[src/rtl/ldev_pkg.sv]
// Package: shared register addresses, test bytes and the range-check
// register layout for the logical device decode block.
package ldev_pkg;
    localparam logic [7:0] REG_ACT   = 8'h30;
    localparam logic [7:0] REG_RCHK  = 8'h31;
    localparam logic [7:0] REG_BASE0 = 8'h60;
    localparam logic [7:0] PAT_SEL1  = 8'h55;
    localparam logic [7:0] PAT_SEL0  = 8'hAA;

    typedef struct packed {
        logic en;     // bit 1: check enable
        logic sel55;  // bit 0: pattern select
    } rchk_t;
endpackage

[src/rtl/ldev_ctrl_regs.sv]
// Module: activation and range-check control registers.
// Assumes: writes are single-cycle strobes, and the configuration reset
// command outranks any write presented in the same cycle.
module ldev_ctrl_regs
    import ldev_pkg::*;
(
    input  logic       clk,
    input  logic       rst_n,
    input  logic       cfg_reset,
    input  logic       cfg_wr,
    input  logic [7:0] cfg_addr,
    input  logic [1:0] wbits,
    output logic       active,
    output rchk_t      rchk
);
    // Update the activation bit and check control; activation clears the check enable.
    always_ff @(posedge clk) begin
        if (!rst_n || cfg_reset) begin
            active <= 1'b0;
            rchk   <= '0;
        end else if (cfg_wr) begin
            if (cfg_addr == REG_ACT) begin
                active <= wbits[0];
                if (wbits[0]) rchk.en <= 1'b0;
            end else if (cfg_addr == REG_RCHK) begin
                rchk <= rchk_t'(wbits);
            end
        end
    end
endmodule

[src/rtl/ldev_base_bank.sv]
// Module: bank of NUM_RANGES 16-bit I/O base registers, byte-written.
// Assumes: range i occupies the high byte at REG_BASE0+2i and the low
// byte at REG_BASE0+2i+1, and all bytes fit below address 0x100.
module ldev_base_bank
    import ldev_pkg::*;
#(
    parameter int NUM_RANGES = 8,
    parameter int AW         = 16
) (
    input  logic                           clk,
    input  logic                           rst_n,
    input  logic                           cfg_reset,
    input  logic                           cfg_wr,
    input  logic [7:0]                     cfg_addr,
    input  logic [7:0]                     cfg_wdata,
    output logic [NUM_RANGES-1:0][AW-1:0]  bases,
    output logic                           rd_hit,
    output logic [7:0]                     rd_data
);
    localparam int BYTES_PER = AW / 8;

    for (genvar i = 0; i < NUM_RANGES; i++) begin : g_rng
        localparam logic [7:0] HI_A = REG_BASE0 + 8'(2 * i);
        localparam logic [7:0] LO_A = HI_A + 8'd1;
        // Capture the high or low byte of range i on a matching write.
        always_ff @(posedge clk) begin
            if (!rst_n || cfg_reset) begin
                bases[i] <= '0;
            end else if (cfg_wr && cfg_addr == HI_A) begin
                bases[i][AW-1:8] <= cfg_wdata[AW-9:0];
            end else if (cfg_wr && cfg_addr == LO_A) begin
                bases[i][7:0] <= cfg_wdata;
            end
        end
    end

    // Return the addressed base byte, flagging a hit on a mapped address.
    always_comb begin
        rd_hit  = 1'b0;
        rd_data = '0;
        for (int i = 0; i < NUM_RANGES; i++) begin
            if (cfg_addr == REG_BASE0 + 8'(BYTES_PER * i)) begin
                rd_hit  = 1'b1;
                rd_data = 8'(bases[i][AW-1:8]);
            end else if (cfg_addr == REG_BASE0 + 8'(BYTES_PER * i + 1)) begin
                rd_hit  = 1'b1;
                rd_data = bases[i][7:0];
            end
        end
    end
endmodule

[src/rtl/ldev_range_match.sv]
// Module: parallel window compare of one I/O address against every base.
// Assumes: a zero base disables its window; the window end is computed
// one bit wider so a base near the top of the space does not wrap.
module ldev_range_match #(
    parameter int NUM_RANGES = 8,
    parameter int RANGE_LEN  = 8,
    parameter int AW         = 16
) (
    input  logic [NUM_RANGES-1:0][AW-1:0] bases,
    input  logic [AW-1:0]                 addr,
    output logic                          any_hit
);
    localparam logic [AW:0] LEN_EXT = (AW + 1)'(RANGE_LEN);

    logic [NUM_RANGES-1:0] hit;

    for (genvar i = 0; i < NUM_RANGES; i++) begin : g_cmp
        // Decide whether addr falls in the window of range i.
        always_comb begin
            hit[i] = (bases[i] != '0)
                  && (addr >= bases[i])
                  && ({1'b0, addr} < ({1'b0, bases[i]} + LEN_EXT));
        end
    end

    // Merge the per-range results.
    always_comb any_hit = |hit;
endmodule

[src/rtl/ldev_decode.sv]
// Module: top of the logical device activation and range-check block.
// Assumes: configuration reads and I/O responses are combinational from
// stored state; an active device returns 0x00 as data placeholder.
module ldev_decode
    import ldev_pkg::*;
#(
    parameter int NUM_RANGES = 8,
    parameter int RANGE_LEN  = 8,
    parameter int AW         = 16
) (
    input  logic          clk,
    input  logic          rst_n,
    input  logic          cfg_reset,
    input  logic          cfg_wr,
    input  logic [7:0]    cfg_addr,
    input  logic [7:0]    cfg_wdata,
    output logic [7:0]    cfg_rdata,
    input  logic          io_rd,
    input  logic [AW-1:0] io_addr,
    output logic [7:0]    io_rdata,
    output logic          io_claim
);
    logic                          active_q;
    rchk_t                         rchk_q;
    logic                          chk_en;
    logic [NUM_RANGES-1:0][AW-1:0] bases;
    logic                          base_hit;
    logic [7:0]                    base_data;
    logic                          win_hit;

    ldev_ctrl_regs u_ctrl (
        .clk       (clk),
        .rst_n     (rst_n),
        .cfg_reset (cfg_reset),
        .cfg_wr    (cfg_wr),
        .cfg_addr  (cfg_addr),
        .wbits     (cfg_wdata[1:0]),
        .active    (active_q),
        .rchk      (rchk_q)
    );

    ldev_base_bank #(.NUM_RANGES(NUM_RANGES), .AW(AW)) u_bank (
        .clk       (clk),
        .rst_n     (rst_n),
        .cfg_reset (cfg_reset),
        .cfg_wr    (cfg_wr),
        .cfg_addr  (cfg_addr),
        .cfg_wdata (cfg_wdata),
        .bases     (bases),
        .rd_hit    (base_hit),
        .rd_data   (base_data)
    );

    ldev_range_match #(.NUM_RANGES(NUM_RANGES), .RANGE_LEN(RANGE_LEN), .AW(AW)) u_match (
        .bases   (bases),
        .addr    (io_addr),
        .any_hit (win_hit)
    );

    // Expose the check enable as a plain signal for the checker.
    always_comb chk_en = rchk_q.en;

    // Select configuration read data by address.
    always_comb begin
        if (cfg_addr == REG_ACT)       cfg_rdata = {7'b0, active_q};
        else if (cfg_addr == REG_RCHK) cfg_rdata = {6'b0, rchk_q};
        else if (base_hit)             cfg_rdata = base_data;
        else                           cfg_rdata = 8'h00;
    end

    // Decide the I/O claim and choose the test byte while inactive.
    always_comb begin
        io_claim = io_rd && win_hit && (active_q || rchk_q.en);
        if (io_claim && !active_q) io_rdata = rchk_q.sel55 ? PAT_SEL1 : PAT_SEL0;
        else                       io_rdata = 8'h00;
    end
endmodule

[config.mk]
export PLATFORM = sky130hd
export DESIGN_NAME = ldev_decode
export DESIGN_NICKNAME = d
export VERILOG_FILES = /design/src/rtl/ldev_pkg.sv /design/src/rtl/ldev_ctrl_regs.sv /design/src/rtl/ldev_base_bank.sv /design/src/rtl/ldev_range_match.sv /design/src/rtl/ldev_decode.sv
export SDC_FILE = /design/constraint.sdc
export NUM_CORES = 1
export LEC_CHECK = 0
export ABC_CLOCK_PERIOD_IN_PS = 11600
export CAP_MARGIN = 30
export CORE_AREA = 2 2 190 192
export DETAILED_ROUTE_END_ITERATION = 8
export DIE_AREA = 0 0 192 194
export PLACE_DENSITY = 0.65
export SLEW_MARGIN = 0
export SYNTH_ARGS = -nofsm -noshare
export SYNTH_HDL_FRONTEND = slang
export SYNTH_HIERARCHICAL = 1
export SYNTH_SLANG_ARGS = --single-unit
[constraint.sdc]
create_clock -name clk -period 11.6 [get_ports clk]
set_clock_uncertainty 0.1 [all_clocks]
set_input_delay 2.32 -clock clk [delete_from_list [all_inputs] [get_ports clk]]
set_output_delay 2.32 -clock clk [all_outputs]
set_load 0.1 [all_outputs]
==> summary.md <==
| Metric | Value |
|---|---|
| Final Wtd Congestion | between 0.9 and 1 |
| Yosys warning count | 6 |
| Largest net degree at the start of global routing | 95 |
| Cell internal pwr | between 0.8 and 0.9 mW |
| Htree depth | 4 |
| #FFs+latches synth | about 130 |
| Top-area cell type share of the netlist area | between 20 and 25% |
| TritonRoute pass-1 iters | 9 |
| Final setup viols | 0 |
| Lkg Pwr | slightly below 6 nW |
| Sequential area share after synthesis | a little under a fifth |
| Skew-Pair Late Insertion Delay | 430 ps |
| ANT nets after route | 0 |
| Cells after synthesis | roughly 1700 |
| DIE AREA | about 37000 um2 |
| FF-to-FF Start | u_bank/bases[67] |
| CTS buffer count | 17 |
| Worst Setup SP | io_addr[2] |
| Pre-CTS setup slack | about 2100 ps |
| Die width | 192 um |
| RSZ-0062 raised after global routing | false |
| Sequential share of power | between 30% and 40% |
| First-pass GRT wire length | approximately 71 mm |
| Max Clock Freq | roughly 100 MHz |
| Post-Syn Nets | around 2000 |
| Syn Std Cell Area | 13950 um2 |
| CP Class | primary input to primary output |
| DP Cell Count | around 2200 |
| Worst setup margin | around 2000 ps |
| Maximum VDD drop | about 0.11 mV |
| Nets@finish | roughly 2000 |
| Pwr per Cell Area | a little under 80 nW/um2 |
| Main flop type after synthesis | dfxtp_1 |
| Switching Share | between 20% and 30% |
| Syn avg cell area | ~8.3 um2 |
| Clock Tree Root | clkbuf_16 |
| # Max-Cap Violations | 0 |
| Io pins | 54 |
| Std-Cell Rows | a little under 70 |
| # hold bufs at CTS | 0 |
| N_diodes | 0 |
| Tot GR Track Use | between 20% and 30% |
| Sw Pwr | around 0.35 mW |
| Comb pwr share | 17.5% |
| Hpwl dp | 33.72 mm |
| GRT overflow | 0 |
| Setup_tns | 0 ps |
| P&R area growth vs syn | 11.75% |
| Die Ht | between 150 and 200 um |
| Post-CTS Setup Bufs | 0 |
| Vias in the first global route | 12470 |
| Final hold slack | approximately 430 ps |
| Distinct cell type count after synthesis | 88 |
| Starting Density | between 30% and 40% |
| Clk slew on worst S/H paths | ~60 ps |
| IO Port Bufs | 53 |
| Hold Startpoint | u_bank/bases[63] |
| Cell with the most instances after synthesis | ha_1 |
| Period utilisation layout | ~83% |
| Max-slew violation count | 0 |
| Crit path capture type | primary output |
| Outcome | finished, final reports clean |
| Synth area leaders | ha_1 (22%), dfxtp_1 (19%), mux2i_1 (9.5%) |
| Worst path required time | roughly 9200 ps |
| Vias per inst | 5.981 |
| Post-CTS Resized | 0 |
| WL per Instance | approximately 21 um |
| Initial antenna violation count | 0 |
| Post-synth EDFFs | 0 |
| DRC viols | 0 |
| Async SR Flop Fraction | 0% |
| Slew HR | a little over a quarter |
| Yosys top cell by area | ha_1 |
| Worst slew pin tran | 1096 ps |
| Vias | roughly 13000 |
| CP max FO | 8 |
| Detailed Route Iter0 Violations | roughly 1300 |
| Fin crit period | 9630 ps |
| Crit path DAT | between 7000 and 8000 ps |
| Core area | between 30000 and 40000 um2 |
| Clock buffer depth | 2 |
| Hold WC Path Type | flop to flop |
| Final non-filler cell total | between 2000 and 2500 |
| Startpoint types | primary input |
| CTS tree | yes |
| Layout cells sized above 1 | under 10% |
| Most frequent cells after synthesis | ha_1 (248), nor2_1 (171), inv_1 (141) |
| Clk network pwr share | 45.2% |
| Final Hold Fails | 0 |
| Clk sink count | roughly 130 |
| Final WL | roughly 46 mm |
==> cells in the final DEF, fill, tap and decap left out, types with 18 or more instances in the layout <==
| cell | count |
|---|---|
| nand2_1 | 82 |
| nand4_1 | 38 |
| clkdlybuf4s50_1 | 51 |
| o21ai_0 | 41 |
| ha_1 | 248 |
| o21ai_1 | 20 |
| nor3_1 | 19 |
| nor4_1 | 44 |
| a21o_1 | 39 |
| mux2i_1 | 133 |
| xnor2_1 | 88 |
| inv_1 | 141 |
| nand3_1 | 74 |
| a21oi_1 | 94 |
| a211oi_1 | 18 |
| nor2_1 | 171 |
| dfxtp_1 | 131 |
| nor2b_1 | 23 |
| buf_4 | 19 |
==> kinds of logic after synthesis <==
family	after synthesis	synth area share (%)
compound gates	303	14.17
xor+xnor	88	5.524
fa+ha+maj	248	22.24
buf+inv	218	6.681
flops	131	18.80
mux	157	12.55
simple gates	537	20.03
==> metal layers <==
| layer | GRT usage (%) | share of wire [%] | vias to the layer above |
|---|---|---|---|
| li1 | - | - | 6180 |
| met1 | 33.31 | 45 | 6268 |
| met4 | 8.595 | 3.7 | 0 |
| met2 | 39.23 | 45 | 544 |
| met5 | 0 | 0 | - |
| met3 | 3.765 | 6.8 | 101 |
==> state kept, by name, indices dropped and copies added, names as in the netlist <==
name / cells
u_ctrl/active: 1
u_bank/bases: 128
u_ctrl/rchk: 2
==> area by class of cell <==
class | count | area (um2)
clock buffer | 21 | 470.5
clock inverter | 9 | 106.4
fill | 3422 | 19630
inverter | 153 | 574.3
multi-input combinational | 1333 | 10410
sequential | 131 | 2623
tap | 461 | 576.8
timing repair buffer | 81 | 835.8
==> power groups by stage <==
stage | logic [mW] | registers, mW | clock network (mW)
detailed placement | 0.205 | 0.460 | 0
CTS | 0.207 | 0.450 | 0.546
floorplan | 0.120 | 0.460 | 0
global placement | 0.194 | 0.460 | 0
global route | 0.232 | 0.450 | 0.567
finish | 0.211 | 0.450 | 0.545
==> per-stage QoR <==
stage / cell area, um2 / util, % / power (mW)
after floorplan: 13950 / - / 0.5801
after global placement: 14840 / 42.14 / 0.6540
after detailed placement: 14990 / 42.55 / 0.6657
after CTS: 15560 / 44.19 / 1.203
after global routing: 15590 / 44.26 / 1.250
final: 15590 / 44.26 / 1.207
==> worst max-delay path, stage by stage <==
cell,delay [ps]
clkdlybuf4s50_1,890
ha_1,560
or3_1,110
o21ai_1,70
a2111oi_0,530
nor3_1,110
o31ai_1,220
o2111ai_1,180
and4_1,230
nand4_1,180
nand2_1,100
nor3b_1,230
nor2b_1,270
clkdlybuf4s50_1,1180
==> final timing paths <==
check                                         to  slack, ps  cells after the start
worst max-delay path                 io_rdata[5]       1970                     14
worst min-delay path            u_bank/bases[63]        430                      2
worst max register to register  u_bank/bases[67]      10540                      2
worst min register to register  u_bank/bases[63]        430                      2
Power figures use the tool's default switching activity.
